==> config.mk <==
export PLATFORM = sky130hd
export DESIGN_NAME = acttmr_lock_ctl
export DESIGN_NICKNAME = d
export VERILOG_FILES = /design/src/rtl/acttmr_pkg.sv /design/src/rtl/acttmr_ctl_reg.sv /design/src/rtl/acttmr_pend.sv /design/src/rtl/acttmr_counter.sv /design/src/rtl/acttmr_lock_ctl.sv
export SDC_FILE = /design/constraint.sdc
export NUM_CORES = 1
export LEC_CHECK = 0
export BUFFER_PORTS_ARGS = -buffer_cell sky130_fd_sc_hd__buf_2
export CAP_MARGIN = 40
export CORE_AREA = 2 2 98 138
export CTS_BUF_LIST = sky130_fd_sc_hd__clkbuf_8 sky130_fd_sc_hd__clkbuf_16
export DETAILED_ROUTE_END_ITERATION = 16
export DIE_AREA = 0 0 100 140
export GPL_TIMING_DRIVEN = 0
export PLACE_DENSITY = 0.63
export SYNTH_ARGS = -nofsm -noshare
export SYNTH_HDL_FRONTEND = slang
export SYNTH_SLANG_ARGS = --single-unit
==> constraint.sdc <==
create_clock -name clk -period 2.1 [get_ports clk]
set_input_delay 0.21 -clock clk [delete_from_list [all_inputs] [get_ports clk]]
set_output_delay 0.21 -clock clk [all_outputs]
set_load 0.02 [all_outputs]
==> src/rtl/acttmr_pkg.sv <==
package acttmr_pkg;
  localparam int LOCK_BIT     = 7;
  localparam int SB_RST_BIT   = 2;
  localparam int MAIN_RST_BIT = 0;
  localparam int N_DOM        = 2;
  localparam int DOM_MAIN     = 0;
  localparam int DOM_SB       = 1;
endpackage

==> src/rtl/acttmr_ctl_reg.sv <==
module acttmr_ctl_reg
  import acttmr_pkg::*;
#(
  parameter int REG_W = 8
) (
  input  logic             clk,
  input  logic             lock_rst_n,
  input  logic             wr_en_i,
  input  logic [REG_W-1:0] wr_data_i,
  input  logic             unlock_i,
  output logic             req_main_o,
  output logic             req_sb_o,
  output logic [REG_W-1:0] rd_data_o
);
  logic lock_q, lock_d, lock_en, wr_ok;

  always_comb begin
    wr_ok   = wr_en_i & ~lock_q;
    lock_en = wr_ok | unlock_i;
    lock_d  = lock_q;
    if (wr_ok && wr_data_i[LOCK_BIT]) lock_d = 1'b1;
    if (unlock_i)                     lock_d = 1'b0;
  end

  always_ff @(posedge clk or negedge lock_rst_n) begin
    if (!lock_rst_n)  lock_q <= 1'b0;
    else if (lock_en) lock_q <= lock_d;
  end

  always_comb begin
    req_main_o = wr_ok & wr_data_i[MAIN_RST_BIT];
    req_sb_o   = wr_ok & wr_data_i[SB_RST_BIT];
    rd_data_o  = '0;
    rd_data_o[LOCK_BIT] = lock_q;
  end

  // a set lock survives everything but reset and the strobe
  p_lock_hold_r3: assert property (@(posedge clk) disable iff (!lock_rst_n)
    lock_q && !unlock_i |=> lock_q);
  // writing 1 to bit 7 leaves the lock set
  p_w1s_r2: assert property (@(posedge clk) disable iff (!lock_rst_n)
    wr_en_i && wr_data_i[LOCK_BIT] && !unlock_i |=> lock_q);
  // the strobe always releases
  p_unlock_r5: assert property (@(posedge clk) disable iff (!lock_rst_n)
    unlock_i |=> !lock_q);
endmodule

==> src/rtl/acttmr_pend.sv <==
module acttmr_pend (
  input  logic clk,
  input  logic rst_n,
  input  logic set_i,
  input  logic tick_i,
  output logic pend_o
);
  logic pend_q, pend_d, pend_en;

  always_comb begin
    pend_en = set_i | tick_i;
    pend_d  = set_i;
  end

  always_ff @(posedge clk or negedge rst_n) begin
    if (!rst_n)       pend_q <= 1'b0;
    else if (pend_en) pend_q <= pend_d;
  end

  assign pend_o = pend_q;

  // a request is held until a tick consumes it
  p_pend_set_r6: assert property (@(posedge clk) disable iff (!rst_n)
    set_i |=> pend_q);
  p_pend_drop_r6: assert property (@(posedge clk) disable iff (!rst_n)
    pend_q && tick_i && !set_i |=> !pend_q);
endmodule

==> src/rtl/acttmr_counter.sv <==
module acttmr_counter #(
  parameter int CNT_W = 32
) (
  input  logic             clk,
  input  logic             rst_n,
  input  logic             tick_i,
  input  logic             clr_i,
  input  logic             active_i,
  output logic [CNT_W-1:0] cnt_o
);
  localparam logic [CNT_W-1:0] ONE = CNT_W'(1);

  logic [CNT_W-1:0] cnt_q, cnt_d;
  logic             cnt_en;

  always_comb begin
    cnt_en = tick_i & (clr_i | active_i);
    cnt_d  = clr_i ? '0 : cnt_q + ONE;
  end

  always_ff @(posedge clk or negedge rst_n) begin
    if (!rst_n)      cnt_q <= '0;
    else if (cnt_en) cnt_q <= cnt_d;
  end

  assign cnt_o = cnt_q;

  // no tick, no change
  p_cnt_hold_r9: assert property (@(posedge clk) disable iff (!rst_n)
    !tick_i |=> $stable(cnt_q));
  // active tick without pending request adds one
  p_cnt_inc_r9: assert property (@(posedge clk) disable iff (!rst_n)
    tick_i && !clr_i && active_i |=> cnt_q == $past(cnt_q) + ONE);
  // pending request zeroes on the tick
  p_cnt_clr_r6: assert property (@(posedge clk) disable iff (!rst_n)
    tick_i && clr_i |=> cnt_q == '0);
endmodule

==> src/rtl/acttmr_lock_ctl.sv <==
module acttmr_lock_ctl
  import acttmr_pkg::*;
#(
  parameter int REG_W = 8,
  parameter int CNT_W = 32
) (
  input  logic             clk,
  input  logic             rst_main_n,
  input  logic             rst_sb_n,
  input  logic             lock_by_sb,
  input  logic             unlock_stb,
  input  logic             wr_en,
  input  logic [REG_W-1:0] wr_data,
  output logic [REG_W-1:0] rd_data,
  input  logic             sec_tick,
  input  logic             main_active,
  input  logic             sb_active,
  output logic [CNT_W-1:0] main_secs,
  output logic [CNT_W-1:0] sb_secs
);
  logic             lock_rst_n;
  logic [N_DOM-1:0] dom_rst_n, dom_req, dom_pend, dom_act;
  logic [CNT_W-1:0] dom_cnt [N_DOM];

  always_comb begin
    lock_rst_n         = lock_by_sb ? rst_sb_n : rst_main_n;
    dom_rst_n[DOM_MAIN] = rst_main_n;
    dom_rst_n[DOM_SB]   = rst_sb_n;
    dom_act[DOM_MAIN]   = main_active;
    dom_act[DOM_SB]     = sb_active;
  end

  acttmr_ctl_reg #(.REG_W(REG_W)) u_reg (
    .clk        (clk),
    .lock_rst_n (lock_rst_n),
    .wr_en_i    (wr_en),
    .wr_data_i  (wr_data),
    .unlock_i   (unlock_stb),
    .req_main_o (dom_req[DOM_MAIN]),
    .req_sb_o   (dom_req[DOM_SB]),
    .rd_data_o  (rd_data)
  );

  for (genvar d = 0; d < N_DOM; d++) begin : g_dom
    acttmr_pend u_pend (
      .clk    (clk),
      .rst_n  (dom_rst_n[d]),
      .set_i  (dom_req[d]),
      .tick_i (sec_tick),
      .pend_o (dom_pend[d])
    );
    acttmr_counter #(.CNT_W(CNT_W)) u_cnt (
      .clk      (clk),
      .rst_n    (dom_rst_n[d]),
      .tick_i   (sec_tick),
      .clr_i    (dom_pend[d]),
      .active_i (dom_act[d]),
      .cnt_o    (dom_cnt[d])
    );
  end

  assign main_secs = dom_cnt[DOM_MAIN];
  assign sb_secs   = dom_cnt[DOM_SB];
endmodule

Yosys cells after proc, flatten, opt, wreduce, memory -nomap -nowiden
Cells that the tools add are included.
{"block": "classes", "n_addsub": 2, "n_mux": 5, "bitwise_logic": 11, "reduce_logical": 3}
{"operator": "adder 32 x 1 -> 32 bit (second input constant)", "count": 2}
{"operator": "two-way mux 32 bit", "count": 2}
{"operator": "bitwise AND 1 bit", "count": 5}
{"operator": "OR 1 bit", "count": 5}
{"operator": "two-way mux 1 bit", "count": 3}
{"operator": "AND reduction 2 bit", "count": 1}
{"operator": "nonzero test 2 bit", "count": 1}
{"operator": "logical AND 1 bit", "count": 1}
{"operator": "NOT 1 bit", "count": 1}
{"block": "totals", "regBits": 67, "in_bits": 17, "out_inout_bits": 72, "wordCells": 26}

Logic depth before layout (Yosys ltp)
{"block": "depth", "word_depth": 5, "depth_mapped": 6}

By module
Synthesis repeated with hierarchy kept, for this count alone.
{"block": "unflattened", "cells_unflattened": 411, "hier_area_um2": 3811.2}
{"mod": "acttmr_counter", "instances": 2, "cells_each": 195, "area_per_inst_um2": 1804.2, "seq_area_each_um2": 800.8}
{"mod": "acttmr_ctl_reg", "instances": 1, "cells_each": 14, "area_per_inst_um2": 115.1, "seq_area_each_um2": 25.0}
{"mod": "acttmr_pend", "instances": 2, "cells_each": 3, "area_per_inst_um2": 36.3, "seq_area_each_um2": 25.0}
{"mod": "acttmr_lock_ctl", "instances": 1, "cells_each": 1, "area_per_inst_um2": 15.0, "seq_area_each_um2": 0.0}

Worst setup path before layout
No wires, ideal clock.
{"block": "synth_path", "path_type": "reg-to-reg", "start": "register g_dom[0].u_cnt.cnt_q[0]", "end": "register g_dom[0].u_cnt.cnt_q[30]", "arrival_time_ps": 2136, "path_slack_ps": -116, "path_stages_with_launch": 7, "n_path_buf": 1, "synth_period_minus_slack_ps": 2216, "cell_sequence": "dfrtp_1 -> ha_1 -> o2111ai_1 -> or4_1 -> buf_2 -> nor4_2 -> mux2i_1"}
{"block": "synth_between", "elab_chain_len": 2}
{"item": "start: declaration", "line": "acttmr_counter.sv:13", "text": "logic [CNT_W-1:0] cnt_q, cnt_d;"}
{"item": "start signal: assignment", "line": "acttmr_counter.sv:23", "text": "else if (cnt_en) cnt_q <= cnt_d;"}
{"item": "adder 32 x 1 -> 32 bit", "line": "acttmr_counter.sv:18", "text": "cnt_d = clr_i ? '0 : cnt_q + ONE;"}
{"item": "two-way mux 32 bit", "line": "acttmr_counter.sv:18"}
No other way between the ends.
A chain may end at the register's enable or synchronous reset.

Worst setup path in the final report
{"block": "layout_path", "start": "register g_dom[0].u_pend.pend_q", "end": "register g_dom[0].u_cnt.cnt_q[23]"}
{"block": "layout_between", "elab_chain_len": 2, "word_cells_on_any_way": 3}
{"item": "start: declaration", "line": "acttmr_pend.sv:8", "text": "logic pend_q, pend_d, pend_en;"}
{"item": "start signal: assignment", "line": "acttmr_pend.sv:17", "text": "else if (pend_en) pend_q <= pend_d;"}
{"item": "OR 1 bit", "line": "acttmr_counter.sv:17", "text": "cnt_en = tick_i & (clr_i | active_i);"}
{"item": "bitwise AND 1 bit", "line": "acttmr_counter.sv:17"}
Parallel ways exist; a longest one is shown, timed or not.

==> run metrics <==
CTS root buffer=clkbuf_16; Die X=100 um; crit path max-delay cell type=nor4_1; setup ws final=57.4 ps; Vias/cell=5.43; library cells used by synthesis=45; IR drop worst, VDD=0.000432 V; maximum buffer depth of the clock tree=2; clock slew at reported path FFs=60 ps; count of final setup violators=0; Hold Crit Class=in -> reg; Seq/Total Area, Yosys=44.8%; area post-placement=0.00434 mm^2; starting density of the core=29.3%; Cell Pwr Density=716 mW/mm^2; nets=530; Area Growth Syn to Fin=31.4%; DRC Markers=0; Max-slew headroom=41.4%; Clock Latency Late Sink=330 ps; Final Cycle Share=97.3%; Antenna Diode Count=0; final cell count without fillers=669; top cells by area, synth=dfrtp_1 45%, a21oi_1 4.3%, nand2_1 4.0%; Overflow after GRT=0; min Tclk post-route=2040 ps; cell taking the most area after synthesis=dfrtp_1; I/O pins=89; WS Path Type=reg -> reg; Sw Pwr=0.915 mW; CTS buffer count=9; Hold Slack=29.9 ps; synthesized area=0.00374 mm^2; worst reg2reg setup slack=60 ps; gpl congestion=0.806; Die ar.=0.0140 mm^2; commonest non-fill, non-tap cells in the layout=76 x buf_2, 57 x dfrtp_1, 40 x nand2_1, 32 x a21oi_1, 23 x buf_4; wire per inst=15.5 um; H-Tree Level Count=3; final core utilization=38.5%; # port buffers=75; die height=140 um; Ys Warns=0; Cell Rows=49; Leak=2.20 nW; CP required=2320 ps; setup TNS=0 ps; Tot Pwr=3.52 mW; max-cap viol count=0; final wirelength=10.4 mm; Worst-Margin Slew=872 ps; RR Startpoint=g_dom[0].u_pend.pend_o; HPWL Detailed=7.48 mm; CTS tree=done; Initial DRT Pass Iterations=6; via count=3632; Sw Ratio=26.0%; pre-CTS setup slack=-197 ps; layout cell share with drive strength beyond 1=28.3%; CP max FO=10; share of Yosys cell area claimed by the top area cell type=44.8%; Sequential Power Share=40.4%; Tot GR Track Use=15.0%; Syn Inst Count=404; Setup crit start kind=flip-flop; Async S/R FF share, synth=100%; status=complete, no violations; Hold Path Stages=2; Slew Limit Fails=0; Int Pwr=2.60 mW; hold path start=unlock_stb; clock skew=8.94 ps; Clk pwr share=48.6%; mean area per synthesized cell=9.25 um^2; CP Capture Type=flip-flop; number of synthesized flops with an enable pin=0; Worst Path Arrival=2260 ps; hold-critical path endpoint=u_reg.lock_q; Comb power frac=10.9%; Worst R2R End=g_dom[0].u_cnt.cnt_o[23]; vias in the first global route=3499; initial antenna violation count=0; Seq cells post-synth=67; largest net degree at the start of global routing=35; leading cell type in the layout, fill and taps excluded=buf_2; first-pass GRT wire length=17.0 mm; post-route cell area=0.00491 mm^2; final hold violation count=0; fmax=0.490 GHz; Std-Cell Core Area=0.0128 mm^2; Iter 0 DRT Violations=114; Critical Path, Cell by Cell=clkbuf_4 > o211ai_1 > buf_4 > nor4_1 > nand4_1 > mux2i_1; clock sink count=67; ys flop type=dfrtp_1; CP max stage delay=760 ps; DP Cell Count=638; R2R depth=6; Antenna Nets Post-Route=0
layout make-up:
class	instances	area (um^2)
Fill cell	1284	7840
Multi-Input combinational cell	306	2010
Sequential cell	67	1690
Timing Repair Buffer	91	503
Clock buffer	11	253
Tap cell	153	191
Buffer	27	149
Clock inverter	5	83.8
Inverter	9	33.8
routing by layer:
metal | track usage (%) | routed length [um] | up-vias
li1 | - | - | 1712
met1 | 17.3 | 4180 | 1751
met5 | 0 | 0 | -
met4 | 7.14 | 282 | 0
met2 | 25.3 | 5220 | 147
met3 | 4.39 | 720 | 22
worst max-delay path by stage:
stage                        startpoint                        to  slack [ps]
5_1_grt        g_dom[1].u_cnt.cnt_o[16]  g_dom[1].u_cnt.cnt_o[25]         -20
6_report         g_dom[0].u_pend.pend_o  g_dom[0].u_cnt.cnt_o[23]          60
2_1_floorplan   g_dom[0].u_cnt.cnt_o[0]  g_dom[0].u_cnt.cnt_o[30]          10
3_5_place_dp    g_dom[1].u_cnt.cnt_o[1]  g_dom[1].u_cnt.cnt_o[31]        -200
3_3_place_gp    g_dom[1].u_cnt.cnt_o[1]  g_dom[1].u_cnt.cnt_o[31]        -150
4_1_cts         g_dom[1].u_cnt.cnt_o[1]  g_dom[1].u_cnt.cnt_o[29]        -0.3
cell usage after synthesis (2+ instances only):
master,n
a22o_1,4
o31ai_1,12
nor4_1,13
nand4_1,17
buf_2,4
ha_1,2
nand3_1,21
mux2i_1,14
and4_1,7
xnor2_1,9
o211ai_1,2
and3_1,3
buf_4,8
o2bb2ai_1,4
nor3_1,10
nor2_1,18
and2_1,5
nand2_1,40
nor2b_1,2
dfrtp_1,67
clkbuf_1,15
nor4_2,2
o41ai_1,4
or4_1,14
nand2b_1,14
or2_2,2
mux2_2,3
a31oi_1,2
inv_1,9
or3_1,11
a21oi_1,32
o21ai_0,16
xor2_1,4
nand4b_1,3
what timing repair did:
| item | in CTS | in global routing |
|---|---|---|
| setup endpoints to repair | 18 | 33 |
| pin swaps | 2 | 5 |
| setup buffers | 1 | 12 |
| hold endpoints to repair | 65 | 0 |
| hold buffers | 3 | 0 |
| gates resized for setup | 11 | 17 |
critical path, delay by kind of cell, from the launching register on:
family | cells | cell delay (ps)
AO/OA/AOI/OAI | 1 | 120
buffers and inverters | 2 | 370
flip-flops | 1 | 320
multiplexers | 1 | 160
AND/OR/NAND/NOR | 2 | 970
sequential cells by signal, indices dropped and copies added (netlist names):
register             flops
g_dom.u_cnt.cnt_o       64
g_dom.u_pend.pend_o      2
u_reg.lock_q             1
power groups by stage:
stage	registers (mW)	clock network [mW]	logic (mW)
final	1.42	1.71	0.385
after global routing	1.43	1.79	0.428
after floorplan	1.46	0	0.166
after global placement	1.42	0	0.327
after detailed placement	1.43	0	0.335
after CTS	1.41	1.74	0.349
cells by family after synthesis:
kind of cell	synth area share, %
simple gates	28.2
compound gates	13.9
flops	44.8
buf+inv	4.65
mux	4.65
xor+xnor	3.05
fa+ha+maj	0.669
other cells	0.100
(Power assumes the default switching activity.)
